**config.mk**
```make
export PLATFORM = sky130hd
export DESIGN_NAME = mf8_to_f32_widen
export DESIGN_NICKNAME = d
export VERILOG_FILES = /design/src/rtl/mfw_pkg.sv /design/src/rtl/mfw_classify.sv /design/src/rtl/mfw_lzc.sv /design/src/rtl/mfw_assemble.sv /design/src/rtl/mf8_to_f32_widen.sv
export SDC_FILE = /design/constraint.sdc
export NUM_CORES = 1
export LEC_CHECK = 0
export ABC_AREA = 1
export BUFFER_PORTS_ARGS = -buffer_cell sky130_fd_sc_hd__buf_4
export CAP_MARGIN = 20
export CORE_MARGIN = 2
export CORE_UTILIZATION = 30
export CTS_CLUSTER_DIAMETER = 60
export DETAILED_ROUTE_END_ITERATION = 8
export PLACE_DENSITY = 0.69
export SYNTH_ARGS = -nofsm -noshare
export SYNTH_HDL_FRONTEND = slang
export SYNTH_SLANG_ARGS = --single-unit
```
**constraint.sdc**
```tcl
create_clock -name clk -period 3.7 [get_ports clk]
set_clock_uncertainty 0.2 [all_clocks]
set_input_delay 0.74 -clock clk [delete_from_list [all_inputs] [get_ports clk]]
set_output_delay 0.74 -clock clk [all_outputs]
set_load 0.02 [all_outputs]
```
**src/rtl/mfw_pkg.sv**
```systemverilog
package mfw_pkg;
    localparam int MF_EXP_W = 4;
    localparam int MF_MAN_W = 3;
    localparam int MF_BIAS  = 7;
    localparam int SP_EXP_W = 8;
    localparam int SP_MAN_W = 23;
    localparam int SP_BIAS  = 127;
    localparam int SP_W     = 1 + SP_EXP_W + SP_MAN_W;

    typedef struct packed {
        logic zero;
        logic sub;
        logic norm;
        logic inf;
        logic nan;
    } mf_class_t;

    typedef struct packed {
        logic [SP_W-1:0] word;
        mf_class_t       cls;
    } widen_t;
endpackage

```
**src/rtl/mfw_classify.sv**
```systemverilog
module mfw_classify
    import mfw_pkg::*;
#(
    parameter int EXP_W = MF_EXP_W,
    parameter int MAN_W = MF_MAN_W
) (
    input  logic [EXP_W-1:0] exp_i,
    input  logic [MAN_W-1:0] man_i,
    output mf_class_t        cls_o
);
    logic exp_min, exp_max, man_nz;

    always_comb begin
        exp_min    = (exp_i == '0);
        exp_max    = (exp_i == '1);
        man_nz     = (man_i != '0);
        cls_o.zero = exp_min & ~man_nz;
        cls_o.sub  = exp_min &  man_nz;
        cls_o.norm = ~exp_min & ~exp_max;
        cls_o.inf  = exp_max & ~man_nz;
        cls_o.nan  = exp_max &  man_nz;
    end
endmodule

```
**src/rtl/mfw_lzc.sv**
```systemverilog
module mfw_lzc #(
    parameter int W  = 3,
    localparam int CW = $clog2(W + 1)
) (
    input  logic [W-1:0]  vec_i,
    output logic [CW-1:0] cnt_o
);
    always_comb begin
        cnt_o = CW'(W);
        for (int i = 0; i < W; i++) begin
            if (vec_i[i]) cnt_o = CW'(W - 1 - i);
        end
    end
endmodule

```
**src/rtl/mfw_assemble.sv**
```systemverilog
module mfw_assemble
    import mfw_pkg::*;
#(
    parameter int EXP_W = MF_EXP_W,
    parameter int MAN_W = MF_MAN_W,
    parameter int BIAS  = MF_BIAS,
    localparam int CW   = $clog2(MAN_W + 1)
) (
    input  logic             sign_i,
    input  logic [EXP_W-1:0] exp_i,
    input  logic [MAN_W-1:0] man_i,
    input  logic [CW-1:0]    lz_i,
    input  mf_class_t        cls_i,
    output logic [SP_W-1:0]  word_o
);
    localparam logic [SP_EXP_W-1:0] EXP_OFS = SP_EXP_W'(SP_BIAS - BIAS);
    localparam logic [SP_EXP_W-1:0] EXP_TOP = '1;

    logic [MAN_W:0]          shifted;
    logic [SP_EXP_W-1:0]     exp_out;
    logic [SP_MAN_W-1:0]     frac_out;

    always_comb begin
        shifted  = {1'b0, man_i} << (lz_i + 1'b1);
        exp_out  = '0;
        frac_out = '0;
        if (cls_i.norm) begin
            exp_out  = EXP_OFS + {{(SP_EXP_W-EXP_W){1'b0}}, exp_i};
            frac_out = {man_i, {(SP_MAN_W-MAN_W){1'b0}}};
        end else if (cls_i.sub) begin
            exp_out  = EXP_OFS - {{(SP_EXP_W-CW){1'b0}}, lz_i};
            frac_out = {shifted[MAN_W-1:0], {(SP_MAN_W-MAN_W){1'b0}}};
        end else if (cls_i.inf) begin
            exp_out  = EXP_TOP;
        end else if (cls_i.nan) begin
            exp_out  = EXP_TOP;
            frac_out = {1'b1, man_i, {(SP_MAN_W-MAN_W-1){1'b0}}};
        end
        word_o = {sign_i, exp_out, frac_out};
    end
endmodule

```
**src/rtl/mf8_to_f32_widen.sv**
```systemverilog
module mf8_to_f32_widen
    import mfw_pkg::*;
#(
    parameter int EXP_W   = MF_EXP_W,
    parameter int MAN_W   = MF_MAN_W,
    parameter int BIAS    = MF_BIAS,
    parameter bit OUT_REG = 1'b1,
    localparam int IN_W   = 1 + EXP_W + MAN_W,
    localparam int CW     = $clog2(MAN_W + 1)
) (
    input  logic            clk,
    input  logic            rst_n,
    input  logic [IN_W-1:0] mf_i,
    output logic [SP_W-1:0] f32_o,
    output logic            is_zero_o,
    output logic            is_sub_o,
    output logic            is_norm_o,
    output logic            is_inf_o,
    output logic            is_nan_o
);
    localparam widen_t RST_VAL = '{word: '0, cls: '{zero: 1'b1, default: 1'b0}};

    logic [EXP_W-1:0] exp_f;
    logic [MAN_W-1:0] man_f;
    logic [CW-1:0]    lz;
    mf_class_t        cls;
    logic [SP_W-1:0]  word;
    widen_t           res_d, res_q;

    assign exp_f = mf_i[IN_W-2 -: EXP_W];
    assign man_f = mf_i[MAN_W-1:0];

    mfw_classify #(.EXP_W(EXP_W), .MAN_W(MAN_W)) u_cls (
        .exp_i(exp_f), .man_i(man_f), .cls_o(cls)
    );

    mfw_lzc #(.W(MAN_W)) u_lzc (
        .vec_i(man_f), .cnt_o(lz)
    );

    mfw_assemble #(.EXP_W(EXP_W), .MAN_W(MAN_W), .BIAS(BIAS)) u_asm (
        .sign_i(mf_i[IN_W-1]), .exp_i(exp_f), .man_i(man_f),
        .lz_i(lz), .cls_i(cls), .word_o(word)
    );

    always_comb begin
        res_d.word = word;
        res_d.cls  = cls;
    end

    generate
        if (OUT_REG) begin : g_reg
            always_ff @(posedge clk) begin
                if (!rst_n) res_q <= RST_VAL;
                else        res_q <= res_d;
            end

            // registered sign follows the previous cycle's input sign
            a_r8_latency: assert property (@(posedge clk) disable iff (!rst_n)
                1'b1 |=> (f32_o[SP_W-1] == $past(mf_i[IN_W-1])));
        end else begin : g_comb
            always_comb res_q = res_d;
        end
    endgenerate

    assign f32_o     = res_q.word;
    assign is_zero_o = res_q.cls.zero;
    assign is_sub_o  = res_q.cls.sub;
    assign is_norm_o = res_q.cls.norm;
    assign is_inf_o  = res_q.cls.inf;
    assign is_nan_o  = res_q.cls.nan;

    a_r6_one_class: assert property (@(posedge clk) disable iff (!rst_n)
        $onehot({is_zero_o, is_sub_o, is_norm_o, is_inf_o, is_nan_o}));
    a_r3_zero_clear: assert property (@(posedge clk) disable iff (!rst_n)
        is_zero_o |-> (f32_o[SP_W-2:0] == '0));
    a_r4_inf_shape: assert property (@(posedge clk) disable iff (!rst_n)
        is_inf_o |-> (f32_o[SP_W-2:0] == {{SP_EXP_W{1'b1}}, {SP_MAN_W{1'b0}}}));
    a_r5_nan_quiet: assert property (@(posedge clk) disable iff (!rst_n)
        is_nan_o |-> (f32_o[SP_W-2 -: SP_EXP_W] == '1 && f32_o[SP_MAN_W-1]));
    a_r2_sub_is_normal: assert property (@(posedge clk) disable iff (!rst_n)
        is_sub_o |-> (f32_o[SP_W-2 -: SP_EXP_W] != '0 && f32_o[SP_W-2 -: SP_EXP_W] != '1));
endmodule

```
# [Word-level counts from Yosys, hierarchy flattened]
# Cells that the tools add are included.
[op_classes] add_sub_neg=3 n_mul=0 n_div=0 magnitude_cmp=0 n_eq_ne=1 n_shift=1 mux=11 n_bitwise=10 reduce_logical=4
[op_table] op="2-to-1 mux 23 bit" n=4
[op_table] op="2-to-1 mux 8 bit" n=4
[op_table] op="adder 7 x 4 -> 8 bit, first input constant" n=1
[op_table] op="subtractor 7 x 2 -> 8 bit, first input constant" n=1
[op_table] op="AND 1 bit" n=5
[op_table] op="NOT 1 bit" n=5
[op_table] op="OR reduction 5 bit" n=1
[op_table] op="== test 4 bit, second input constant" n=1
[op_table] op="logical NOT 4 bit" n=1
[op_table] op="2-to-1 mux 2 bit" n=2
[op_table] op="OR reduction 4 bit" n=1
[op_table] op="nonzero test 3 bit" n=1
[op_table] op="left shift 3 x 2 -> 3 bit" n=1
[op_table] op="adder 2 x 1 -> 2 bit, second input constant" n=1
[op_table] op="2-to-1 mux 1 bit" n=1
[word_totals] regBits=37 latch_bits=0 ramBits=0 rom_bits=0 in_bits=10 wordCells=38 memories=0

# [Logic depth before layout (Yosys ltp)]
[logic_depth] depth_word=7 depth_mapped=10 depth_no_buf=10

# [Cells and area by module]
# A second synthesis with hierarchy kept.
[unflattened] hier_cells=212 hier_area_um2=1626.6
[by_module_without_submodules] mod="mf8_to_f32_widen" n_inst=1 cells_per_inst=115 area_per_inst_um2=1102.3 seq_area_each_um2=740.7
[by_module_without_submodules] mod="mfw_assemble" n_inst=1 cells_per_inst=74 area_per_inst_um2=432.9 seq_area_each_um2=0.0
[by_module_without_submodules] mod="mfw_classify" n_inst=1 cells_per_inst=20 area_per_inst_um2=75.1 seq_area_each_um2=0.0
[by_module_without_submodules] mod="mfw_lzc" n_inst=1 cells_per_inst=3 area_per_inst_um2=16.3 seq_area_each_um2=0.0

# [Least setup slack after synthesis]
# Ideal clock, no wire load.
[synth_path] kind="input -> register" from="in mf_i[2]" to="reg res_q (netlist bit f32_o[22])" arrival_ns=1.598 setup_slack_ns=1.790 path_stages=10 n_path_buf=0 cell_sequence="inv_1 -> nand2_1 -> nand2_1 -> inv_1 -> ha_1 -> inv_1 -> nand3_1 -> nand3_1 -> nand2_1 -> nand2_1"
[synth_via] elab_chain_len=6
[synth_lines] element="from (decl)" line_no="mf8_to_f32_widen.sv:13" text="input logic [IN_W-1:0] mf_i,"
[synth_lines] element="parallel branches: the longest is 5 deep, another holds adder 2 x 1 -> 2 bit"
[synth_lines] element="2-to-1 mux 23 bit *" line_no="mfw_assemble.sv:27" text="if (cls_i.norm) begin"
[synth_lines] element="to (signal assigned)" line_no="mf8_to_f32_widen.sv:55" text="else res_q <= res_d;"
[synth_lines] element="to (decl)" line_no="mf8_to_f32_widen.sv:28" text="widen_t res_d, res_q;"
# Every way passes the cells marked *.
# A chain may end at the register's enable or synchronous reset.

# [Worst setup path in the final report]
[layout_path] from="in mf_i[2]" to="reg res_q (netlist bit f32_o[21])"
[layout_via] elab_chain_len=6
[layout_lines] element="parallel branches: the longest is 4 deep, another holds adder 2 x 1 -> 2 bit"
[layout_lines] element="2-to-1 mux 23 bit *" line_no="mfw_assemble.sv:30" text="end else if (cls_i.sub) begin"
[layout_lines] element="2-to-1 mux 23 bit *" line_no="mfw_assemble.sv:27"
# Marked as above.

==> impl_results.md <==
- Worst path cell trace: buf_4 -> inv_1 -> nand2_1 -> nand2_1 -> inv_1 -> ha_1 -> inv_1 -> nand2_1 -> nor2_2 -> nor2_1 -> nor2_1
- Drt drc: 0
- Cells after Synth: between 100 and 150
- Vias in the first global route: roughly 620
- CP peak stage delay: around 0.31 ns
- Die W: just under 60 um
- EDFF count, synth: 0
- Critical path startpoint category: input port
- Most numerous cell in the Yosys netlist: buf_4
- Clock-pin slew on the worst setup and hold paths: approximately 0.080 ns
- Initial antenna violation count: 0
- Syn_area_per_cell: 7.70 um2
- Hold WC Path Type: input port to flop
- Top cells by count, synth: buf_4 (22), nand2_1 (19), inv_1 (17)
- Number of fill cells: 280
- Total GRT Usage: 0.104
- Outcome: finished, final reports clean
- Seq. cell area: 320 um2
- Share of post-route cells with drive strength above 1: 0.304
- Final setup viols: 0
- Worst Min Path Start: mf_i[7]
- Final RePlAce weighted congestion: 0.888
- Synthesized area: 862 um2
- Top cells by area, synth: dfxtp_1 (37%), buf_4 (19%), nand2_1 (8.3%), inv_1 (7.4%), nand3_1 (4.1%)
- Clk buf depth: 2
- DRT iter0 DRCs: 6
- Grt total ovfl: 0
- Die Y: around 58 um
- Setup Fix Bufs, Post-CTS: 0
- Lkg Pwr: around 0.60 nW
- Worst EP arrival: a little under 2 ns
- Max Cap Violations: 0
- Num Clock Sinks: 16
- ANT cells: 0
- Yosys top cell by area: dfxtp_1
- Total die area: about 3300 um2
- Wire per inst: 9.59 um
- Core Area: approximately 2700 um2
- Final hold violations: 0
- I/O pin count: 47
- Final period utilization: 0.519
- Global-route wire length before repair: roughly 2600 um
- Cts hold-fix bufs: 0
- Synth Warn #: 0
- Peak supply drop: ~0.19 mV
- Ys async rst share: 0
- Root Buffer Master: clkbuf_4
- Share of Yosys cell area claimed by the top area cell type: 0.372
- Routed vias/inst: approximately 4.2
- Crit path max fanout: 4
- Largest net degree at the start of global routing: 11
- CTS resizes: 0
- Hold Path Depth: 3
- Final setup TNS: 0 ns
- Max Slew Vio Count: 0
- CTS tree: built
- Minimum clock period: roughly 1.9 ns
- Initial Util: 0.315
- Final wirelength: 1620 um
- Area occupied by multi-input gates: 374 um2
- Worst Setup Path Type: input port to flop
- H-tree levels: 1
- Cell Pwr Density: 350 nW/um2
- P&R area growth vs syn: 19.3%
- Vias: slightly above 700
- RSZ-0062 raised after global routing: no
- Worst path required time: around 3.7 ns
- Number of register bits inferred by synthesis: 16
- Critical path's slowest cell: ha_1
- Top FF cell, synth: dfxtp_1
- Floorplan row count: 19
- Hold Path End: f32_o[31]
- IO Port Bufs: 27
- Overall Power: approximately 0.36 mW
- CTS Buf Count: 3
- Peak Freq: roughly 0.52 GHz
- Setup crit end kind: flop
- Post-synthesis sequential area ratio: 0.372
- Distinct cells, synth: 20
- Dpl hpwl: 1330 um
- Antenna-violating nets left: 0
- Pre-antenna DRT Iters: 4
- # nets final: ~150
## worst max-delay path by stage
stage                       start        end  slack, ns
after floorplan           mf_i[2]  f32_o[22]       1.79
after global placement    mf_i[0]  f32_o[21]       1.60
after detailed placement  mf_i[2]  f32_o[21]       1.50
after CTS                 mf_i[2]  f32_o[21]       1.79
after global routing      mf_i[2]  f32_o[20]       1.70
final                     mf_i[2]  f32_o[21]       1.78
## layout make-up
class                      count  area share
inverter                      18      0.0681
tap                           31      0.0377
timing repair buffer          27       0.197
sequential                    16       0.311
clock buffer                   3      0.0219
multi-input combinational     74       0.364
## critical path: cells and delay by family
family | cells | cell delay [ns]
and+or+nand+nor | 6 | 0.50
adders and majority gates | 1 | 0.31
buffers and inverters | 4 | 0.39
## cell usage in the layout, fill, tap and decap left out, drive strengths merged
cell type	count
buf	27
nand2	23
conb	19
inv	18
dfxtp	16
nor2	10
nand3	9
a21oi	3
clkbuf	3
o21ai	3
nand4	3
nor3	2
nand3b	1
ha	1
## where the power goes
part / internal (mW) / switching [mW] / leakage [nW]
sequential: 0.181 / 0.00261 / 0.133
clock: 0.0377 / 0.0471 / 0.0138
combinational: 0.0299 / 0.0610 / 0.449
total: 0.249 / 0.111 / 0.595
## state kept, by name, indices dropped and copies added (netlist names)
signal     cells
f32_o         11
is_inf_o       1
is_nan_o       1
is_norm_o      1
is_sub_o       1
is_zero_o      1
## routing by layer
metal	vias to the layer above	routed length (um)	global-route usage
li1	360	-	-
met1	303	603	0.112
met2	38	802	0.175
met3	6	174	0.0317
met4	0	41	0.0698
met5	-	0	0
## metrics by stage
stage	hold WS, ns	setup WS [ns]	std cells	utilization	area (um2)
3_3_place_gp	0.727	1.60	166	0.368	1010
2_1_floorplan	0.633	1.79	130	-	930
3_5_place_dp	0.732	1.50	166	0.368	1010
5_1_grt	0.469	1.70	169	0.376	1030
6_report	0.446	1.78	169	0.376	1030
4_1_cts	0.439	1.79	169	0.376	1030
## kinds of logic (layout without fill, tap and decap cells)
kind of cell,after synthesis,in the layout,share of synthesized area
other,1,19,0.00435
AO/OA/AOI/OAI,6,6,0.0348
buffers and inverters,40,48,0.273
adder cells (fa/ha/maj),1,1,0.0145
flip-flops,16,16,0.372
AND/OR/NAND/NOR,48,48,0.302
Power figures use the tool's default switching activity.
